File: src/rtl/pipe_hold_flush_pkg.sv
`timescale 1ns/1ps
package pipe_hold_flush_pkg;

  localparam int unsigned MAX_STAGES = 8;
  localparam int unsigned MIN_STAGES = 2;

  // width of a counter that must reach the value lim
  function automatic int unsigned count_width(int unsigned lim);
    int unsigned w;
    w = 1;
    while ((1 << w) <= lim) w++;
    return w;
  endfunction

endpackage

File: src/rtl/phf_stall_chain.sv
`timescale 1ns/1ps
module phf_stall_chain #(
  parameter int unsigned NUM_STAGES = 4
) (
  input  logic [NUM_STAGES-1:0] stall_upto_req,
  input  logic                  guard_release,
  output logic [NUM_STAGES-1:0] stall_spread,
  output logic [NUM_STAGES-1:0] stall_keep,
  output logic [NUM_STAGES-1:0] stall_to_flush
);

  // each stage holds if it or any older stage ahead of it asks
  for (genvar g = 0; g < NUM_STAGES; g++) begin : g_chain
    if (g == NUM_STAGES - 1) begin : g_last
      assign stall_spread[g] = stall_upto_req[g];
    end else begin : g_mid
      assign stall_spread[g] = stall_upto_req[g] | stall_spread[g+1];
    end
  end

  // a guard release turns the hold into a squash of the same stages
  assign stall_keep     = guard_release ? '0 : stall_spread;
  assign stall_to_flush = guard_release ? stall_spread : '0;

endmodule

File: src/rtl/phf_flush_gen.sv
`timescale 1ns/1ps
module phf_flush_gen #(
  parameter int unsigned NUM_STAGES = 4,
  parameter int unsigned FLUSH_K    = 2
) (
  input  logic                  flushk_en,
  input  logic                  probe_busy,
  input  logic [NUM_STAGES-1:0] flush_upto_req,
  input  logic [NUM_STAGES-1:0] stall_to_flush,
  input  logic [NUM_STAGES-1:0] state_done,
  output logic [NUM_STAGES-1:0] occ_flush,
  output logic [NUM_STAGES-1:0] flush_want,
  output logic [NUM_STAGES-1:0] flush_o
);

  // stages below k are covered by the occupancy rule
  function automatic logic [NUM_STAGES-1:0] young_mask(int unsigned k);
    logic [NUM_STAGES-1:0] m;
    for (int i = 0; i < NUM_STAGES; i++) m[i] = (i < k);
    return m;
  endfunction

  localparam logic [NUM_STAGES-1:0] YOUNG = young_mask(FLUSH_K);

  logic [NUM_STAGES-1:0] flush_spread;

  for (genvar g = 0; g < NUM_STAGES; g++) begin : g_chain
    if (g == NUM_STAGES - 1) begin : g_last
      assign flush_spread[g] = flush_upto_req[g];
    end else begin : g_mid
      assign flush_spread[g] = flush_upto_req[g] | flush_spread[g+1];
    end
  end

  assign occ_flush  = (flushk_en && probe_busy) ? YOUNG : '0;
  assign flush_want = occ_flush | flush_spread | stall_to_flush;
  // an instruction that already changed architected state survives
  assign flush_o    = flush_want & ~state_done;

endmodule

File: src/rtl/phf_progress_guard.sv
`timescale 1ns/1ps
module phf_progress_guard
  import pipe_hold_flush_pkg::*;
#(
  parameter int unsigned HOLD_LIMIT = 16
) (
  input  logic clk,
  input  logic rst_n,
  input  logic fetch_held,
  output logic guard_release
);

  localparam int unsigned CNT_W = count_width(HOLD_LIMIT);
  localparam logic [CNT_W-1:0] LIMIT_V = CNT_W'(HOLD_LIMIT);

  logic [CNT_W-1:0] hold_cnt;

  assign guard_release = (hold_cnt == LIMIT_V);

  always_ff @(posedge clk or negedge rst_n) begin
    if (!rst_n) begin
      hold_cnt <= '0;
    end else if (fetch_held && !guard_release) begin
      hold_cnt <= hold_cnt + 1'b1;
    end else begin
      hold_cnt <= '0;
    end
  end

endmodule

File: src/rtl/pipe_hold_flush_ctl.sv
`timescale 1ns/1ps
module pipe_hold_flush_ctl #(
  parameter int unsigned NUM_STAGES = 4,
  parameter int unsigned FLUSH_K    = 2,
  parameter int unsigned HOLD_LIMIT = 16
) (
  input  logic                  clk,
  input  logic                  rst_n,
  input  logic                  flushk_en,
  input  logic [NUM_STAGES-1:0] stall_upto_req,
  input  logic [NUM_STAGES-1:0] flush_upto_req,
  input  logic                  probe_busy,
  input  logic [NUM_STAGES-1:0] state_done,
  output logic [NUM_STAGES-1:0] stall_o,
  output logic [NUM_STAGES-1:0] flush_o,
  output logic [NUM_STAGES-1:0] bubble_o,
  output logic                  pc_hold
);

  logic [NUM_STAGES-1:0] stall_spread;
  logic [NUM_STAGES-1:0] stall_keep;
  logic [NUM_STAGES-1:0] stall_to_flush;
  logic [NUM_STAGES-1:0] occ_flush;
  logic [NUM_STAGES-1:0] flush_want;
  logic                  guard_release;
  logic                  fetch_held;

  phf_stall_chain #(.NUM_STAGES(NUM_STAGES)) u_stall (
    .stall_upto_req (stall_upto_req),
    .guard_release  (guard_release),
    .stall_spread   (stall_spread),
    .stall_keep     (stall_keep),
    .stall_to_flush (stall_to_flush)
  );

  phf_flush_gen #(.NUM_STAGES(NUM_STAGES), .FLUSH_K(FLUSH_K)) u_flush (
    .flushk_en      (flushk_en),
    .probe_busy     (probe_busy),
    .flush_upto_req (flush_upto_req),
    .stall_to_flush (stall_to_flush),
    .state_done     (state_done),
    .occ_flush      (occ_flush),
    .flush_want     (flush_want),
    .flush_o        (flush_o)
  );

  // squash wins over hold on a shared stage
  assign stall_o    = stall_keep & ~flush_o;
  assign fetch_held = stall_o[0];
  assign pc_hold    = fetch_held;

  phf_progress_guard #(.HOLD_LIMIT(HOLD_LIMIT)) u_guard (
    .clk           (clk),
    .rst_n         (rst_n),
    .fetch_held    (fetch_held),
    .guard_release (guard_release)
  );

  // the bubble enters just after the oldest held stage
  assign bubble_o[0] = 1'b0;
  for (genvar g = 1; g < NUM_STAGES; g++) begin : g_bub
    assign bubble_o[g] = stall_o[g-1] & ~stall_o[g];
  end

endmodule

File: config.mk
export PLATFORM = sky130hd
export DESIGN_NAME = pipe_hold_flush_ctl
export DESIGN_NICKNAME = d
export VERILOG_FILES = /design/src/rtl/pipe_hold_flush_pkg.sv /design/src/rtl/phf_stall_chain.sv /design/src/rtl/phf_flush_gen.sv /design/src/rtl/phf_progress_guard.sv /design/src/rtl/pipe_hold_flush_ctl.sv
export SDC_FILE = /design/constraint.sdc
export NUM_CORES = 1
export LEC_CHECK = 0
export BUFFER_PORTS_ARGS = -buffer_cell sky130_fd_sc_hd__buf_2
export CAP_MARGIN = 0
export CORE_MARGIN = 1.5
export CORE_UTILIZATION = 28
export CTS_CLUSTER_DIAMETER = 50
export DETAILED_ROUTE_END_ITERATION = 6
export GPL_TIMING_DRIVEN = 0
export SLEW_MARGIN = 20
export SYNTH_ARGS = -nofsm -noshare
export SYNTH_HDL_FRONTEND = slang
export SYNTH_HIERARCHICAL = 1
export SYNTH_SLANG_ARGS = --single-unit
export TNS_END_PERCENT = 100
File: constraint.sdc
create_clock -name clk -period 3.1 [get_ports clk]
set_input_delay 0.155 -clock clk [delete_from_list [all_inputs] [get_ports clk]]
set_output_delay 0.155 -clock clk [all_outputs]
set_load 0.01 [all_outputs]
==> impl_metrics.py, run 1 <==
metrics = {
    "layout": {
        "layout.nets": 106,
        "most-common-layout-cells": "buf_2, nor2b_1, dfrtp_1",
        "top_register": "u_guard/hold_cnt",
        "largest_reg_flops": 5,
        "fillCellCount": 182,
        "areaGrowthSynthToFinish_pct": 38.8,
        "drive_above_1_share_pct": 51.7,
        "top_regs": "u_guard/hold_cnt x5",
        "layout.cells.most_common": "buf_2",
        "fin_area_um2": 724,
        "diodes": 0,
    },
    "sta": {
        "drv_slew": 0,
        "finalClockSkew_ps": 0.0919,
        "hold_ws_ps": 262,
        "hold_viol": 0,
        "fmax_mhz": 430,
        "finalSetupViolCount": 0,
        "setup_tns_ps": 0,
        "rsz0062_at_grt": "false",
        "timing.final.ws_setup_ps": 773,
        "fin_crit_ps": 2330,
        "min_period_over_period_pct": 75.1,
    },
    "setup_path": {
        "timing.critical_path.buf_inv": 2,
        "critPathMaxFanout": 10,
        "end_kind": "output port",
        "critPathLaunchType": "flop",
        "worstPathCellList": "inv_1 > ha_1 > nand3b_4 > nor2_2 > nor2b_1 > nor2_1 > a21oi_1 > nor2b_4 > nor2b_1 > buf_2",
        "crit_type": "reg2out",
        "cpMaxStageDelayCell": "dfrtp_1",
        "worstPathArrival_ps": 2170,
        "cpLargestDelayFamily": "simple AND/OR/NAND/NOR gates",
        "worst_path_most_repeated_cell": "nor2b_1",
        "required_ps": 2940,
        "max_stage_delay_ps": 400,
    },
    "cts": {
        "clkLatencyLatePin_ps": 240,
        "clkSinkCount": 5,
        "h-tree-depth": 1,
        "tritoncts": "done",
        "root_buffer": "clkbuf_4",
        "clk_pin_slew_ps": 40,
        "clk_path_buf_depth": 2,
        "cts_buffers": 3,
    },
    "grt": {
        "grt_util_all_layers_pct": 11.4,
        "grt_max_degree": 11,
        "grt_pass1_wl_um": 1680,
        "gr-total-overflow": 0,
        "antenna_found_initial": 0,
        "first_global_vias": 434,
    },
    "floorplan": {
        "start_util_pct": 29.9,
        "die_area_um2": 2130,
        "core-area_um2": 1750,
        "die_height_um": 46.2,
        "dieWidth_um": 46.2,
        "ios": 29,
        "num_rows": 15,
    },
    "power_and_ir_drop": {
        "power.density_nw_per_um2": 299,
        "vdd_ir_drop_max_mv": 0.159,
        "leakage_uw": 0.000377,
        "p_total_uw": 217,
    },
    "routing": {
        "drt-total-wl_um": 1070,
        "drtIter0Drc": 5,
        "wire_per_inst_um": 9.53,
        "viasPerCell": 4.23,
        "drtAntennaViolNets": 0,
        "drc": 0,
        "dr_total_vias": 474,
        "drt_first_pass_iters": 4,
    },
    "run_status": {
        "outcome": "complete, no violations",
    },
    "placement": {
        "placed_area_um2": 688,
        "place_congestion": 0.667,
        "dp_hpwl_um": 928,
        "io_buffers": 27,
        "place_ws_ps": 1020,
    },
    "synthesis": {
        "ys_warn_count": 6,
        "avgSynthCellArea_um2": 9.49,
        "syn_area_um2": 522,
        "syn_inst": 55,
        "syn_nets": 73,
    },
    "job": {
        "drv_cap": 0,
    },
    "worst_hold_path": {
        "hp-class": "in2async",
    },
}
timing repair:
action,4_1_cts,5_1_grt
hold buffers,1,0
resized for setup,0,0
buffers inserted,0,0
endpoints found under the hold margin,5,0
worst reg2reg max path: stages (launching register included):
cell      delay [ps]
dfrtp_1          400
inv_1             70
ha_1             210
nand3b_4          90
nor2_2           290
nor2b_1          190
nor2_1            50
a21oi_1          260
nor2b_4          110
and3b_1          190
routing by layer:
metal  part of all wire (%)  global-route usage [%]  vias up
li1                       -                       -      247
met1                     41                    14.1      212
met2                     55                    17.2       12
met3                    2.5                    1.18        3
met4                    1.6                    10.3        0
met5                      0                       0        -
stage by stage:
step	std cells	utilization [%]
after floorplan	55	-
after global placement	107	39.4
after detailed placement	107	39.4
after CTS	112	41.5
after global routing	112	41.5
final	112	41.5
area by class of cell:
type / count / area, µm² / area share [%]
inverter: 3 / 11.3 / 1.55
sequential: 5 / 125 / 17.3
timing repair buffer: 28 / 145 / 20.0
buffer: 2 / 15.0 / 2.07
tap: 25 / 31.3 / 4.32
clock buffer: 4 / 26.3 / 3.63
multi-input combinational: 45 / 370 / 51.1
worst paths after layout:
kind,startpoint,endpoint,slack (ps),cells past startpoint
setup / recovery,u_guard/hold_cnt[0]$_DFF_PN0_,bubble_o[1],770,10
hold / removal,rst_n,u_guard/hold_cnt[2]$_DFF_PN0_,260,2
setup reg to reg,u_guard/hold_cnt[0]$_DFF_PN0_,u_guard/hold_cnt[1]$_DFF_PN0_,1140,9
hold reg to reg,u_guard/hold_cnt[0]$_DFF_PN0_,u_guard/hold_cnt[0]$_DFF_PN0_,510,1
max in group asynchronous,rst_n,u_guard/hold_cnt[0]$_DFF_PN0_,2710,2
min in group clk,state_done[0],u_guard/hold_cnt[3]$_DFF_PN0_,440,4
where the power goes:
| part | internal, µW | leakage [µW] | switching, µW |
|---|---|---|---|
| clock | 48.5 | 0.0000150 | 24.9 |
| sequential | 69.6 | 0.0000674 | 4.06 |
| combinational | 35.9 | 0.000295 | 33.6 |
| total | 154 | 0.000377 | 62.6 |
Power figures use the tool's default switching activity.
==> inputs of run 2 (changes only) <==
- clock period: 3.1 -> 2.2 ns (I/O delays scaled with it)
==> run 2 against run 1 <==
  * Routed wire length rose by 2.1%
  * Critical endpoint is now bubble_o[3]
  * Non-clock buffer count rose by 3
  * Total power rose by 45%
  * Worst setup slack got worse by 640 ps
  * Clock power rose by 41%
  * Highest routed layer unchanged
  * Largest power group is now combinational cells
==> impl_metrics.py, run 2 (synthesized netlist as in run 1, its figures left out) <==
metrics = {
    "layout": {
        "layout.cells.most_common": "buf_2",
        "fin_util_pct": 44.0,
        "diodes": 0,
        "areaGrowthSynthToFinish_pct": 47.2,
        "drive_above_1_share_pct": 56.7,
        "top_regs": "u_guard/hold_cnt x5",
        "most-common-layout-cells": "buf_2, nor2b_1, buf_4, dfrtp_1, nor2b_4",
        "largest_reg_flops": 5,
        "layout.nets": 109,
        "top_register": "u_guard/hold_cnt",
        "final_cells": 115,
        "fin_area_um2": 768,
    },
    "setup_path": {
        "r2r_end": "u_guard/hold_cnt[1]$_DFF_PN0_",
        "max_stage_delay_ps": 400,
        "critPathMaxFanout": 8,
        "timing.rr.start": "u_guard/hold_cnt[1]$_DFF_PN0_",
        "cpMaxStageDelayCell": "dfrtp_1",
        "worst_path_most_repeated_cell": "nor2b_4",
        "crit_type": "reg2out",
        "r2r_slack_ps": 490,
        "required_ps": 2090,
        "critPathLaunchType": "flop",
        "cpLargestDelayFamily": "simple AND/OR/NAND/NOR gates",
        "worstPathCellList": "inv_2 > ha_4 > nand3b_4 > nor2_4 > and2_1 > or3_4 > nor2b_4 > nor2b_4 > nor2b_2 > buf_2",
        "end_kind": "output port",
        "reg2reg_depth": 9,
        "timing.critical_path.buf_inv": 2,
        "worstPathArrival_ps": 1950,
    },
    "floorplan": {
        "num_rows": 15,
        "ios": 29,
        "dieWidth_um": 46.2,
        "start_util_pct": 29.9,
        "die_area_um2": 2130,
        "die_height_um": 46.2,
        "core-area_um2": 1750,
    },
    "routing": {
        "drtAntennaViolNets": 0,
        "drc": 0,
        "viasPerCell": 4.12,
        "drt-total-wl_um": 1090,
        "drtIter0Drc": 1,
        "drt_first_pass_iters": 4,
        "wire_per_inst_um": 9.47,
        "dr_total_vias": 474,
    },
    "cts": {
        "root_buffer": "clkbuf_4",
        "clk_pin_slew_ps": 40,
        "clk_path_buf_depth": 2,
        "cts_buffers": 3,
        "clkSinkCount": 5,
        "h-tree-depth": 1,
        "tritoncts": "done",
        "clkLatencyLatePin_ps": 240,
    },
    "job": {
        "drv_cap": 0,
    },
    "sta": {
        "drv_slew": 0,
        "setup_tns_ps": 0,
        "fmax_mhz": 485,
        "finalClockSkew_ps": 0.267,
        "finalSetupViolCount": 0,
        "rsz0062_at_grt": "false",
        "hold_viol": 0,
        "min_period_over_period_pct": 93.7,
        "timing.final.ws_setup_ps": 138,
        "fin_crit_ps": 2060,
    },
    "grt": {
        "grt_util_all_layers_pct": 11.5,
        "first_global_vias": 433,
        "gr-total-overflow": 0,
        "grt_max_degree": 11,
        "grt_pass1_wl_um": 1700,
        "antenna_found_initial": 0,
    },
    "placement": {
        "io_buffers": 27,
        "place_congestion": 0.667,
        "dp_cells": 107,
        "placed_area_um2": 688,
        "place_ws_ps": 166,
        "dp_hpwl_um": 928,
    },
    "power_and_ir_drop": {
        "leakage_uw": 0.000393,
        "vdd_ir_drop_max_mv": 0.220,
        "power.density_nw_per_um2": 410,
    },
    "worst_hold_path": {
        "hp-class": "in2async",
    },
    "run_status": {
        "outcome": "complete, no violations",
    },
}
[run 2: what timing repair did]
action | CTS | global route
endpoints found under the setup margin | 4 | 4
pin swaps | 0 | 2
hold buffers | 1 | 0
buffers inserted | 0 | 3
endpoints found under the hold margin | 5 | 0
gates resized for setup | 2 | 3
[run 2: power breakdown]
part           switching [µW]  total, µW  leakage (µW)  internal, µW
clock network            35.3        104     0.0000150          68.4
logic                    50.4        107      0.000310          56.4
registers                6.61        105     0.0000674          98.0
[run 2: per-stage QoR]
stage,hold slack (ps),power (µW)
floorplan,-186,162
global placement,-76.3,201
detailed placement,-70.5,203
CTS,210,312
global route,229,341
finish,217,315
[run 2: worst reg2reg max path, cell delays in order (launching register included)]
cell and delay [ps]:
dfrtp_1 380, inv_1 100, ha_4 160, nand3b_4 90
nor2_4 190, nor2b_1 160, nor2_1 60, a21oi_2 190
nor2b_4 90, and3b_1 180
[run 2: final cells by class]
cell class,count,area [µm²]
Multi-Input combinational cell,45,392
Buffer,2,15.0
Fill cell,178,977
Sequential cell,5,125
Tap cell,25,31.3
Inverter,3,11.3
Timing Repair Buffer,31,168
Clock buffer,4,26.3
[run 2: worst max path at each step]
stage	end	slack, ps	from	cells past startpoint
global route	bubble_o[3]	9	u_guard/hold_cnt[0]$_DFF_PN0_	10
floorplan	u_guard/hold_cnt[1]$_DFF_PN0_	290	u_guard/hold_cnt[0]$_DFF_PN0_	9
CTS	bubble_o[3]	30	u_guard/hold_cnt[0]$_DFF_PN0_	10
global placement	bubble_o[1]	190	u_guard/hold_cnt[0]$_DFF_PN0_	10
finish	bubble_o[3]	140	u_guard/hold_cnt[0]$_DFF_PN0_	10
detailed placement	bubble_o[1]	170	u_guard/hold_cnt[0]$_DFF_PN0_	10
[run 2: per-layer routing]
metal	track usage (%)	share of wire [%]	routed length (µm)
met3	1.18	1.7	19
met2	17.2	54	588
met4	10.3	1.0	11
met5	0	0	0
met1	14.4	43	470
==> inputs of run 3 (changes only) <==
- RECOVER_POWER: default -> 50
==> run 3 against run 2 <==
  * Die area is the same
  * Largest power group unchanged
  * First-iteration DRC count is the same
  * Highest routed layer unchanged
  * Routed wire length grew 0.28%
==> impl_metrics.py, run 3 (synthesized netlist as in run 1, its figures left out) <==
metrics = {
    "setup_path": {
        "cpMaxStageDelayCell": "dfrtp_1",
        "required_ps": 2090,
        "worstSetupStartpoint": "u_guard/hold_cnt[0]$_DFF_PN0_",
        "reg2reg_depth": 9,
        "timing.critical_path.buf_inv": 2,
        "worstPathCellList": "inv_2 > ha_4 > nand3b_4 > nor2_4 > and2_1 > or3_4 > nor2b_4 > nor2b_4 > nor2b_2 > buf_2",
        "worstPathArrival_ps": 1950,
        "cpLargestDelayFamily": "simple AND/OR/NAND/NOR gates",
        "critPathMaxFanout": 8,
        "r2r_slack_ps": 490,
        "worst_path_most_repeated_cell": "nor2b_4",
        "timing.rr.start": "u_guard/hold_cnt[1]$_DFF_PN0_",
        "max_stage_delay_ps": 400,
        "critPathLaunchType": "flop",
        "end_kind": "output port",
        "r2r_end": "u_guard/hold_cnt[1]$_DFF_PN0_",
        "crit_type": "reg2out",
    },
    "sta": {
        "finalClockSkew_ps": 0.267,
        "drv_slew": 0,
        "fmax_mhz": 485,
        "min_period_over_period_pct": 93.7,
        "hold_viol": 0,
        "finalSetupViolCount": 0,
        "fin_crit_ps": 2060,
        "timing.final.ws_setup_ps": 138,
        "rsz0062_at_grt": "false",
        "setup_tns_ps": 0,
    },
    "routing": {
        "viasPerCell": 4.10,
        "dr_total_vias": 472,
        "drt_first_pass_iters": 4,
        "drt-total-wl_um": 1090,
        "drc": 0,
        "drtIter0Drc": 1,
        "drtAntennaViolNets": 0,
        "wire_per_inst_um": 9.50,
    },
    "grt": {
        "gr-total-overflow": 0,
        "grt_pass1_wl_um": 1700,
        "grt_max_degree": 11,
        "grt_util_all_layers_pct": 11.5,
        "antenna_found_initial": 0,
        "first_global_vias": 433,
    },
    "layout": {
        "areaGrowthSynthToFinish_pct": 46.8,
        "most-common-layout-cells": "buf_2, nor2b_1, buf_4, dfrtp_1, nor2b_4",
        "top_register": "u_guard/hold_cnt",
        "layout.cells.most_common": "buf_2",
        "layout.nets": 109,
        "drive_above_1_share_pct": 54.4,
        "largest_reg_flops": 5,
        "top_regs": "u_guard/hold_cnt x5",
        "diodes": 0,
    },
    "cts": {
        "h-tree-depth": 1,
        "clk_path_buf_depth": 2,
        "tritoncts": "done",
        "cts_buffers": 3,
        "clk_pin_slew_ps": 40,
        "clkLatencyLatePin_ps": 240,
        "root_buffer": "clkbuf_4",
        "clkSinkCount": 5,
    },
    "worst_hold_path": {
        "hp-class": "in2async",
    },
    "floorplan": {
        "core-area_um2": 1750,
        "die_height_um": 46.2,
        "ios": 29,
        "num_rows": 15,
        "dieWidth_um": 46.2,
        "die_area_um2": 2130,
        "start_util_pct": 29.9,
    },
    "power_and_ir_drop": {
        "vdd_ir_drop_max_mv": 0.220,
        "power.density_nw_per_um2": 411,
        "leakage_uw": 0.000386,
    },
    "job": {
        "drv_cap": 0,
    },
    "placement": {
        "dp_hpwl_um": 928,
        "io_buffers": 27,
        "place_ws_ps": 166,
        "place_congestion": 0.667,
    },
    "run_status": {
        "outcome": "complete, no violations",
    },
}
## run 3: what timing repair did
action                                  CTS  global route
endpoints found under the setup margin    4             4
pin swaps                                 0             2
setup buffers                             0             3
endpoints found under the hold margin     5             0
hold buffers                              1             0
gates resized for setup                   2             3
## run 3: worst register-to-register path, cell delays in order (launching register included)
cell	delay, ps
dfrtp_1	380
inv_1	100
ha_4	160
nand3b_4	90
nor2_4	190
nor2b_1	160
nor2_1	60
a21oi_2	190
nor2b_4	90
and3b_1	180
## run 3: worst max path at each step
| stage | to | slack (ps) | depth (start not counted) |
|---|---|---|---|
| 2_1_floorplan | u_guard/hold_cnt[1]$_DFF_PN0_ | 290 | 9 |
| 3_3_place_gp | bubble_o[1] | 190 | 10 |
| 3_5_place_dp | bubble_o[1] | 170 | 10 |
| 4_1_cts | bubble_o[3] | 30 | 10 |
| 5_1_grt | bubble_o[3] | 9 | 10 |
| 6_report | bubble_o[3] | 140 | 10 |
## run 3: routing by layer
| layer | track usage [%] | vias up | part of all wire (%) |
|---|---|---|---|
| met3 | 1.18 | 2 | 1.7 |
| met1 | 14.4 | 209 | 43 |
| met5 | 0 | - | 0 |
| met2 | 17.2 | 9 | 54 |
| met4 | 10.3 | 0 | 1.0 |
| li1 | - | 252 | - |
## run 3: final cells by class
type / count / area (µm²)
inverter: 3 / 11.3
fill: 179 / 980
clock buffer: 4 / 26.3
sequential: 5 / 125
tap: 25 / 31.3
multi-input combinational: 45 / 392
timing repair buffer: 31 / 165
buffer: 2 / 15.0
## run 3: report_power, final
group / total, µW / switching, µW / internal [µW]
Sequential: 105 / 6.61 / 98.0
Combinational: 106 / 50.5 / 55.9
Clock: 104 / 35.3 / 68.4
## run 3: through the flow
step / total power [µW] / area (µm²) / utilization, % / hold slack, ps / cells
after floorplan: 162 / 522 / - / -186 / 55
after global placement: 201 / 688 / 39.4 / -76.3 / 107
after detailed placement: 203 / 688 / 39.4 / -70.5 / 107
after CTS: 312 / 733 / 42.0 / 210 / 112
after global routing: 340 / 766 / 43.9 / 278 / 115
final: 315 / 766 / 43.9 / 255 / 115
